$ cat config.mk
export PLATFORM = sky130hd
export DESIGN_NAME = playback_wavegen
export DESIGN_NICKNAME = d
export VERILOG_FILES = /design/src/rtl/playback_wavegen_pkg.sv /design/src/rtl/pbgen_group.sv /design/src/rtl/pbgen_datapath.sv /design/src/rtl/pbgen_ctrl.sv /design/src/rtl/playback_wavegen.sv
export SDC_FILE = /design/constraint.sdc
export NUM_CORES = 1
export LEC_CHECK = 0
export CAP_MARGIN = 20
export CORE_MARGIN = 8
export CORE_UTILIZATION = 43
export CTS_BUF_LIST = sky130_fd_sc_hd__clkbuf_8
export DETAILED_ROUTE_END_ITERATION = 8
export PLACE_DENSITY = 0.68
export SETUP_SLACK_MARGIN = 0.02
export SYNTH_ARGS = -nofsm -noshare
export SYNTH_HDL_FRONTEND = slang
export SYNTH_SLANG_ARGS = --single-unit
export TNS_END_PERCENT = 5
$ cat constraint.sdc
create_clock -name clk -period 9.5 [get_ports clk]
set_input_delay 1.9 -clock clk [delete_from_list [all_inputs] [get_ports clk]]
set_output_delay 1.9 -clock clk [all_outputs]
set_load 0.05 [all_outputs]
$ cat src/rtl/playback_wavegen_pkg.sv
package playback_wavegen_pkg;

  typedef enum logic [1:0] {
    PB_IDLE = 2'd0,
    PB_PLAY = 2'd1,
    PB_GAP  = 2'd2
  } pbState_e;

  typedef struct packed {
    logic loadCfg;
    logic active;
  } pbStrobes_t;

endpackage

$ cat src/rtl/pbgen_group.sv
module pbgen_group #(
  parameter int NUM_CH   = 8,
  parameter int SAMPLE_W = 12,
  parameter int NIB_W    = 4,
  parameter int IDX_W    = 5,
  parameter int WIN_LEN  = 32,
  parameter int AMP_STEP = 100
) (
  input  logic                       clk,
  input  logic                       rstN,
  input  logic                       loadCfg,
  input  logic                       active,
  input  logic [IDX_W-1:0]           idx,
  input  logic [SAMPLE_W-1:0]        pedIn,
  input  logic [IDX_W-1:0]           widthIn,
  input  logic [IDX_W-1:0]           delayIn,
  input  logic [NUM_CH*NIB_W-1:0]    ampIn,
  output logic                       cfgOk,
  output logic [NUM_CH*SAMPLE_W-1:0] samples
);
  localparam int SIG_W   = NUM_CH * NIB_W;
  localparam int SUM_W   = SAMPLE_W + 1;
  localparam int TOP_CAP = (1 << (NIB_W - 1)) - 1;
  localparam logic [SAMPLE_W-1:0] SAT_MAX = {SAMPLE_W{1'b1}};

  logic [SAMPLE_W-1:0] pedReg;
  logic [IDX_W-1:0]    widthReg;
  logic [IDX_W-1:0]    delayReg;
  logic [SIG_W-1:0]    ampReg;
  logic [SIG_W-1:0]    ampClamped;
  logic                inPulse;

  // window fit check on the raw inputs, used by control at start
  assign cfgOk = ({1'b0, widthIn} + {1'b0, delayIn}) < (IDX_W+1)'(WIN_LEN);

  always_comb begin
    ampClamped = ampIn;
    if (ampIn[SIG_W-1]) ampClamped[SIG_W-1 -: NIB_W] = NIB_W'(TOP_CAP);
  end

  always_ff @(posedge clk) begin
    if (!rstN) begin
      pedReg   <= '0;
      widthReg <= '0;
      delayReg <= '0;
      ampReg   <= '0;
    end else if (loadCfg) begin
      pedReg   <= pedIn;
      widthReg <= widthIn;
      delayReg <= delayIn;
      ampReg   <= ampClamped;
    end
  end

  assign inPulse = ({1'b0, idx} >= {1'b0, delayReg}) &&
                   ({1'b0, idx} < ({1'b0, delayReg} + {1'b0, widthReg}));

  for (genvar k = 0; k < NUM_CH; k++) begin : g_ch
    logic [NIB_W-1:0] chNib;
    logic [SUM_W-1:0] chAmp;
    logic [SUM_W-1:0] chSum;
    assign chNib = ampReg[k*NIB_W +: NIB_W];
    assign chAmp = inPulse ? (SUM_W'(chNib) * SUM_W'(AMP_STEP)) : '0;
    assign chSum = {1'b0, pedReg} + chAmp;
    assign samples[k*SAMPLE_W +: SAMPLE_W] =
      !active ? '0 : (chSum[SUM_W-1] ? SAT_MAX : chSum[SAMPLE_W-1:0]);
  end
endmodule

$ cat src/rtl/pbgen_datapath.sv
module pbgen_datapath #(
  parameter int NUM_CH   = 8,
  parameter int SAMPLE_W = 12,
  parameter int NIB_W    = 4,
  parameter int IDX_W    = 5,
  parameter int WIN_LEN  = 32,
  parameter int AMP_STEP = 100
) (
  input  logic                                    clk,
  input  logic                                    rstN,
  input  playback_wavegen_pkg::pbStrobes_t        strobes,
  input  logic [IDX_W-1:0]                        idx,
  input  logic [SAMPLE_W-1:0]                     scintPed,
  input  logic [IDX_W-1:0]                        scintWidth,
  input  logic [IDX_W-1:0]                        scintDelay,
  input  logic [NUM_CH*NIB_W-1:0]                 scintAmp,
  input  logic [SAMPLE_W-1:0]                     calPed,
  input  logic [IDX_W-1:0]                        calWidth,
  input  logic [IDX_W-1:0]                        calDelay,
  input  logic [NUM_CH*NIB_W-1:0]                 calAmp,
  output logic                                    cfgOk,
  output logic [NUM_CH*SAMPLE_W-1:0]              scintSamples,
  output logic [NUM_CH*SAMPLE_W-1:0]              calSamples
);
  logic scintOk;
  logic calOk;

  pbgen_group #(
    .NUM_CH(NUM_CH), .SAMPLE_W(SAMPLE_W), .NIB_W(NIB_W),
    .IDX_W(IDX_W), .WIN_LEN(WIN_LEN), .AMP_STEP(AMP_STEP)
  ) scintGrp_i (
    .clk(clk), .rstN(rstN),
    .loadCfg(strobes.loadCfg), .active(strobes.active), .idx(idx),
    .pedIn(scintPed), .widthIn(scintWidth), .delayIn(scintDelay),
    .ampIn(scintAmp), .cfgOk(scintOk), .samples(scintSamples)
  );

  pbgen_group #(
    .NUM_CH(NUM_CH), .SAMPLE_W(SAMPLE_W), .NIB_W(NIB_W),
    .IDX_W(IDX_W), .WIN_LEN(WIN_LEN), .AMP_STEP(AMP_STEP)
  ) calGrp_i (
    .clk(clk), .rstN(rstN),
    .loadCfg(strobes.loadCfg), .active(strobes.active), .idx(idx),
    .pedIn(calPed), .widthIn(calWidth), .delayIn(calDelay),
    .ampIn(calAmp), .cfgOk(calOk), .samples(calSamples)
  );

  assign cfgOk = scintOk && calOk;
endmodule

$ cat src/rtl/pbgen_ctrl.sv
module pbgen_ctrl #(
  parameter int IDX_W    = 5,
  parameter int WIN_LEN  = 32,
  parameter int GAP_LEN  = 32,
  parameter int MAX_TRIG = 9,
  parameter int MODE_W   = 4
) (
  input  logic                               clk,
  input  logic                               rstN,
  input  logic                               start,
  input  logic [MODE_W-1:0]                  trigCount,
  input  logic                               cfgOk,
  output playback_wavegen_pkg::pbStrobes_t   strobes,
  output logic [IDX_W-1:0]                   idx,
  output logic                               sampleValid,
  output logic                               trigStrobe,
  output logic                               busy,
  output logic                               done,
  output logic                               cfgError
);
  import playback_wavegen_pkg::*;

  localparam int GAP_W = (GAP_LEN > 1) ? $clog2(GAP_LEN) : 1;

  pbState_e          state;
  logic [GAP_W-1:0]  gapCnt;
  logic [MODE_W-1:0] playCnt;
  logic [MODE_W-1:0] trigTotal;
  logic              lastIdx;
  logic              lastPlay;

  assign lastIdx  = (idx == IDX_W'(WIN_LEN - 1));
  assign lastPlay = (MODE_W'(playCnt + 1'b1) == trigTotal);

  always_ff @(posedge clk) begin
    if (!rstN) begin
      state     <= PB_IDLE;
      idx       <= '0;
      gapCnt    <= '0;
      playCnt   <= '0;
      trigTotal <= '0;
      done      <= 1'b0;
      cfgError  <= 1'b0;
    end else begin
      case (state)
        PB_IDLE: begin
          if (start) begin
            done     <= 1'b0;
            cfgError <= 1'b0;
            if (trigCount != '0) begin
              if ((trigCount > MODE_W'(MAX_TRIG)) || !cfgOk) begin
                cfgError <= 1'b1;
              end else begin
                state     <= PB_PLAY;
                idx       <= '0;
                playCnt   <= '0;
                trigTotal <= trigCount;
              end
            end
          end
        end
        PB_PLAY: begin
          idx <= idx + 1'b1;
          if (lastIdx) begin
            idx <= '0;
            if (lastPlay) begin
              state <= PB_IDLE;
              done  <= 1'b1;
            end else begin
              state  <= PB_GAP;
              gapCnt <= '0;
            end
          end
        end
        PB_GAP: begin
          gapCnt <= gapCnt + 1'b1;
          if (gapCnt == GAP_W'(GAP_LEN - 1)) begin
            state   <= PB_PLAY;
            idx     <= '0;
            playCnt <= playCnt + 1'b1;
          end
        end
        default: state <= PB_IDLE;
      endcase
    end
  end

  assign strobes.loadCfg = (state == PB_IDLE) && start;
  assign strobes.active  = (state == PB_PLAY);
  assign sampleValid     = (state == PB_PLAY);
  assign trigStrobe      = (state == PB_PLAY) && (idx == '0);
  assign busy            = (state != PB_IDLE);
endmodule

$ cat src/rtl/playback_wavegen.sv
module playback_wavegen #(
  parameter int NUM_CH   = 8,
  parameter int SAMPLE_W = 12,
  parameter int NIB_W    = 4,
  parameter int WIN_LEN  = 32,
  parameter int GAP_LEN  = 32,
  parameter int MAX_TRIG = 9,
  parameter int AMP_STEP = 100,
  localparam int IDX_W   = $clog2(WIN_LEN),
  localparam int MODE_W  = $clog2(MAX_TRIG + 1),
  localparam int SIG_W   = NUM_CH * NIB_W,
  localparam int BUS_W   = NUM_CH * SAMPLE_W
) (
  input  logic                clk,
  input  logic                rstN,
  input  logic                start,
  input  logic [MODE_W-1:0]   trigCount,
  input  logic [SAMPLE_W-1:0] scintPed,
  input  logic [IDX_W-1:0]    scintWidth,
  input  logic [IDX_W-1:0]    scintDelay,
  input  logic [SIG_W-1:0]    scintAmp,
  input  logic [SAMPLE_W-1:0] calPed,
  input  logic [IDX_W-1:0]    calWidth,
  input  logic [IDX_W-1:0]    calDelay,
  input  logic [SIG_W-1:0]    calAmp,
  output logic [BUS_W-1:0]    scintSamples,
  output logic [BUS_W-1:0]    calSamples,
  output logic                sampleValid,
  output logic                trigStrobe,
  output logic                busy,
  output logic                done,
  output logic                cfgError
);
  playback_wavegen_pkg::pbStrobes_t strobes;
  logic [IDX_W-1:0] idx;
  logic             cfgOk;

  pbgen_ctrl #(
    .IDX_W(IDX_W), .WIN_LEN(WIN_LEN), .GAP_LEN(GAP_LEN),
    .MAX_TRIG(MAX_TRIG), .MODE_W(MODE_W)
  ) ctrl_i (
    .clk(clk), .rstN(rstN), .start(start), .trigCount(trigCount),
    .cfgOk(cfgOk), .strobes(strobes), .idx(idx),
    .sampleValid(sampleValid), .trigStrobe(trigStrobe), .busy(busy),
    .done(done), .cfgError(cfgError)
  );

  pbgen_datapath #(
    .NUM_CH(NUM_CH), .SAMPLE_W(SAMPLE_W), .NIB_W(NIB_W),
    .IDX_W(IDX_W), .WIN_LEN(WIN_LEN), .AMP_STEP(AMP_STEP)
  ) dp_i (
    .clk(clk), .rstN(rstN), .strobes(strobes), .idx(idx),
    .scintPed(scintPed), .scintWidth(scintWidth), .scintDelay(scintDelay),
    .scintAmp(scintAmp), .calPed(calPed), .calWidth(calWidth),
    .calDelay(calDelay), .calAmp(calAmp), .cfgOk(cfgOk),
    .scintSamples(scintSamples), .calSamples(calSamples)
  );
endmodule

# After elaboration in Yosys (flattened, before gate mapping)

Index checks and enable logic that the tools add are counted.
Widths: inputs -> output; s select.

Flip-flop bits (word level): 130
Memory bits (read-only): 0
Bits in writable memories: 0
Latch bits: 0
Bits of input ports: 115
Memories: 0
Word-level logic and storage cells: 173
Output and inout bits: 197

Shift operators: 0
Add/subtract/negate cells: 23
Multiplexer cells: 77
Div/mod/pow operators: 0
Reductions and logical operators: 22
$lt $le $gt $ge: 7
Multiply operators: 16
Bitwise logic cells: 1
Equality and inequality tests: 12

Operator list:

| cell                | count |
|---|---|
| $mux 12             | 32 |
| $add 12x11->13      | 16 |
| $mux 11             | 16 |
| $mul 4x5->9 const B | 16 |
| $mux 5              | 7 |
| $add 5x5->6         | 4 |
| $mux 4              | 4 |
| $pmux 5 s3          | 1 |
| $reduce_and 5->1    | 3 |
| $lt 5x6->1          | 2 |
| $lt 6x6->1 const B  | 2 |
| $mux 2              | 6 |
| $add 5x1->5 const B | 2 |
| $eq 5x5->1 const B  | 2 |
| $ge 5x5->1          | 2 |
| $ne 2x2->1 const B  | 5 |
| $pmux 5 s2          | 1 |
| $pmux 4 s2          | 1 |
| $reduce_and 4->1    | 2 |
| $reduce_bool 2->1   | 4 |
| $mux 3              | 2 |
| $pmux 2 s3          | 1 |
| $logic_and 1x1->1   | 5 |
| $logic_not 5->1     | 1 |
| other kinds (16)    | 21 |

# Logic depth before layout (Yosys ltp)

Depth after elaboration: 9
Gate-level depth with buffers: 24
Gate-level depth less buffers: 22

# Modules after synthesis

A second synthesis with hierarchy kept.

Cell total of the unflattened synthesis: 2162
Area total of the unflattened synthesis: 17824.6 um^2

By module, submodules not included:

| module                         | cells each | area each (um^2) | instances | seq. area each (um^2) |
|---|---|---|---|---|
| pbgen_group at dp_i.calGrp_i   | 1044       | 8444.3           | 1         | 1061.0 |
| pbgen_group at dp_i.scintGrp_i | 984        | 8180.3           | 1         | 1061.0 |
| pbgen_ctrl                     | 133        | 1193.6           | 1         | 440.4 |
| pbgen_datapath                 | 1          | 6.3              | 1         | 0.0 |

# Worst setup path before layout

No wires, ideal clock.

Kind: reg2out
Start: register dp_i.scintGrp_i.delayReg[0]
End: output port scintSamples[59]
Data required time: 7.600 ns
Path buffers: 2
Setup slack: 2.053 ns
Arrival: 5.547 ns
Stages on the path, launching flop included: 23
Path through: dfxtp_1 -> ha_1 -> inv_1 -> fa_1 -> inv_1 -> a21o_1 -> a21oi_1 -> xor2_1 -> ha_1 -> o21bai_1 -> a221oi_1 -> or2_2 -> clkbuf_1 -> clkbuf_1 -> nor2_1 -> ha_1 -> a21oi_1 -> nor2b_1 -> o21a_1 -> o41ai_1 -> nor2b_1 -> o2111a_1 -> a221oi_1

Longest elaborated chain between the ends: 7
Elaborated cells between the ends (all ways): 8
Classes of those cells: add/sub: 2; order compare: 2; mux: 3; reduce/logical: 1

RTL lines:

| what                   | RTL line               | RTL |
|---|---|---|
| start, declared        | pbgen_group.sv:28      | `logic [IDX_W-1:0] delayReg;` |
| start signal, assigned | pbgen_group.sv:50      | `delayReg <= delayIn;` |
| $add 5x5->6            | pbgen_group.sv:56      | `({1'b0, idx} < ({1'b0, delayReg} + {1'b0, widthReg}));` |
| $lt 5x6->1             | pbgen_group.sv:56      |  |
| $logic_and 1x1->1 *    | pbgen_group.sv:55      | `assign inPulse = ({1'b0, idx} >= {1'b0, delayReg}) &&` |
| $mux 11 *              | pbgen_group.sv:63      | `assign chAmp = inPulse ? (SUM_W'(chNib) * SUM_W'(AMP_STEP)) : '0;` |
| $add 12x11->13 *       | pbgen_group.sv:64      | `assign chSum = {1'b0, pedReg} + chAmp;` |
| $mux 12 * (2 in a row) | pbgen_group.sv:66      | `!active ? '0 : (chSum[SUM_W-1] ? SAT_MAX : chSum[SAMPLE_W-1:0]);` |
| end, declared          | playback_wavegen.sv:26 | `output logic [BUS_W-1:0] scintSamples,` |

Mark *: on every way between the ends. The rest lies on a longest branch, timed or not.

# Worst setup path in the final report

Start: register dp_i.scintGrp_i.delayReg[0]
End: output port scintSamples[29]

Same word-level chain as after synthesis.

==> results.json <==
{
  "outcome": "finished clean",
  "drive_above_1_share_pct": 2.61,
  "yosysWarningCount": 0,
  "syn_area_sq_um": 16600,
  "cp_num_buf_inv": 4,
  "htreeDepth": 4,
  "grt_overflow_total": 0,
  "cpPeakStageDelay_ps": 770,
  "cts_tree": "built",
  "core_area_sq_um": 38400,
  "r2r-start": "ctrl_i.state[1]",
  "maxSlewViolCount": 0,
  "clk_pin_slew_worst_paths_ps": 90,
  "rsz0062_at_grt": "false",
  "fin_util_pct": 53.7,
  "detail_route.vias_per_cell": 5.57,
  "post-synth-top-count-cell": "ha_1",
  "crit_path_start": "dp_i.scintGrp_i.delayReg[0]",
  "setup_violations": 0,
  "nFillCells": 3690,
  "cts_setup_buffers": 0,
  "crit_path_cell_trace": "ha_1, inv_1, fa_1, inv_1, a21o_1, a21oi_1, xor2_1, ha_1, o21bai_1, a221oi_1, nor2_1, buf_4, and2_1, ha_1, fa_1, a21o_1, a21o_1, a21o_1, a21o_1, a21o_1, a21oi_1, a2bb2oi_1, o21ai_0, clkdlybuf4s50_1",
  "hp-class": "register to register",
  "post_cts_resized": 0,
  "dp_cells": 2857,
  "regToRegSetupSlack_ps": 6660,
  "grt_pass1_vias": 16231,
  "crit_cells": 24,
  "ant_nets": 0,
  "ff2ff_path_depth": 7,
  "fmax_mhz": 114,
  "regToRegEndpoint": "ctrl_i.trigTotal[0]",
  "die_x_um": 212,
  "cts_buffer_depth": 2,
  "synth_area_leaders": "ha_1 25%, dfxtp_1 15%, nand2_1 6.1%",
  "synth_commonest_cells": "326 x ha_1, 269 x nand2_1, 143 x nor2_1, 132 x inv_1, 128 x dfxtp_1",
  "critical_path.max_fanout": 34,
  "slew_headroom_pct": 34.2,
  "finClkSkew_ps": 13.7,
  "drtIter0Drc": 865,
  "globalplace.congestion": 0.900,
  "hold_viol_final": 0,
  "cts_sinks": 128,
  "clock_latency_ps": 500,
  "track_usage_pct": 23.9,
  "io_pins": 312,
  "wl_um": 55000,
  "rows": 72,
  "worstMarginPinSlew_ps": 987,
  "drc": 0,
  "power.total_w": 0.00374,
  "synth.yosys.seq_area_share_pct": 15.4,
  "final_cells": 2889,
  "finalNetCount": 2831,
  "synth.distinct_cells": 59,
  "cp.required_ps": 7600,
  "synth-main-ff-cell": "dfxtp_1",
  "num_antenna_cells": 0,
  "syn_inst": 2104,
  "synth_edf_count": 0,
  "tns_ps": 0,
  "syn_nets": 2577,
  "max_cap_viol_count": 0,
  "ctsHoldBuffers": 0,
  "cp_top_family": "compound AO/OA/AOI/OAI gates",
  "ir_worst_vdd_mv": 0.117,
  "initial_core_util_pct": 43.2,
  "grt_pass1_wl_um": 85600,
  "yosys.area.top_type": "ha_1",
  "synthArstFlopShare_pct": 0,
  "critPathCaptureType": "output port",
  "period_minus_slack_ps": 8750,
  "numPortBuffers": 311,
  "fp.dieH_um": 212,
  "area_delta_synth_final_pct": 24.4,
  "ys_ff_latch": 128,
  "root_buffer": "clkbuf_8",
  "numCtsBuffers": 17,
  "finalCritPeriodShare_pct": 92.1,
  "cp_slowest_cell": "clkdlybuf4s50_1",
  "vias": 16082,
  "drtPass1Iterations": 5,
  "wire_per_inst_um": 19.0,
  "worstSetupEndpoint": "scintSamples[29]",
  "dpl.hpwl_um": 42200,
  "power_leakage_nw": 9.91,
  "avgSynthCellArea_sq_um": 7.88,
  "yosys.area.top_type_share_pct": 24.6,
  "worstPathArrival_ps": 6850,
  "worstSetupPathType": "register to output port",
  "p_per_area_nw_per_um2": 181,
  "die-area_sq_um": 45100,
  "cp_common_cell": "a21o_1",
  "antenna_found_initial": 0,
  "startpoint_type": "register",
  "grt_max_degree": 85
}
==> cells in the final DEF (no fill, tap or decap), drive strengths merged, types with 21 or more instances in the layout <==
| cell type | count |
|---|---|
| a211oi | 31 |
| a21boi | 108 |
| a21o | 110 |
| a21oi | 105 |
| and2 | 69 |
| clkdlybuf4s50 | 310 |
| dfxtp | 128 |
| fa | 32 |
| ha | 326 |
| inv | 135 |
| nand2 | 269 |
| nor2 | 143 |
| nor2b | 38 |
| nor3 | 31 |
| o21ai | 64 |
| o21bai | 21 |
| o22ai | 68 |
| xnor2 | 70 |
| xor2 | 86 |
==> where the power goes <==
group / internal (W) / leakage, nW / total, W / switching [W]
clock: 0.000308 / 0.223 / 0.000573 / 0.000264
sequential: 0.000611 / 1.05 / 0.000744 / 0.000133
combinational: 0.000852 / 8.63 / 0.00243 / 0.00157
==> final cells by class <==
class	count	area, sq um	share of cell area (%)
multi-input combinational	1749	13200	64.0
inverter	133	500	2.43
sequential	128	2560	12.4
tap	518	648	3.14
clock inverter	12	181	0.880
clock buffer	20	275	1.33
timing repair buffer	329	3270	15.8
==> per-layer routing <==
metal | wire length [um] | global-route usage, %
met1 | 23600 | 28.7
met2 | 25100 | 39.9
met3 | 4520 | 6.46
met4 | 1840 | 9.61
met5 | 0 | 0
==> worst min-delay path by stage <==
| stage | from | end | depth (start not counted) |
|---|---|---|---|
| 2_1_floorplan | dp_i.scintGrp_i.pedReg[0] | dp_i.scintGrp_i.pedReg[0] | 2 |
| 3_3_place_gp | dp_i.scintGrp_i.pedReg[3] | dp_i.scintGrp_i.pedReg[3] | 2 |
| 3_5_place_dp | dp_i.scintGrp_i.pedReg[1] | dp_i.scintGrp_i.pedReg[1] | 2 |
| 4_1_cts | dp_i.scintGrp_i.pedReg[1] | dp_i.scintGrp_i.pedReg[1] | 2 |
| 5_1_grt | dp_i.scintGrp_i.pedReg[1] | dp_i.scintGrp_i.pedReg[1] | 2 |
| 6_report | dp_i.scintGrp_i.pedReg[1] | dp_i.scintGrp_i.pedReg[1] | 2 |
==> tightest hold or removal path: cells and delay by family (launching register included) <==
| family | cells | cell delay (ps) |
|---|---|---|
| flops | 1 | 310 |
| compound gates | 1 | 60 |
| simple gates | 1 | 50 |
==> per-stage QoR <==
step | setup slack [ps] | cell area (sq um) | hold WS [ps]
detailed placement | 1300 | 20200 | 461
CTS | 716 | 20600 | 473
floorplan | 2050 | 16600 | 444
finish | 754 | 20600 | 472
global placement | 1530 | 20100 | 455
global route | 292 | 20600 | 497
==> sequential cells by signal (all words and copies together), names as in the netlist, 2 cells and up <==
register,flops
ctrl_i.gapCnt,5
ctrl_i.idx,5
ctrl_i.playCnt,4
ctrl_i.state,2
ctrl_i.trigTotal,4
dp_i.calGrp_i.ampReg,31
dp_i.calGrp_i.delayReg,5
dp_i.calGrp_i.pedReg,12
dp_i.calGrp_i.widthReg,5
dp_i.scintGrp_i.ampReg,31
dp_i.scintGrp_i.delayReg,5
dp_i.scintGrp_i.pedReg,12
dp_i.scintGrp_i.widthReg,5
==> kinds of logic (layout without fill, tap and decap cells) <==
family	count (synthesis)	in the layout	synth area share, %
multiplexers	6	6	0.362
flip-flops	128	128	15.4
adder cells (fa/ha/maj)	360	360	28.6
AO/OA/AOI/OAI	613	613	25.3
buffers and inverters	227	494	5.14
XOR/XNOR	157	157	8.38
AND/OR/NAND/NOR	613	613	16.8
No activity file was read; power rests on OpenSTA's default activity.
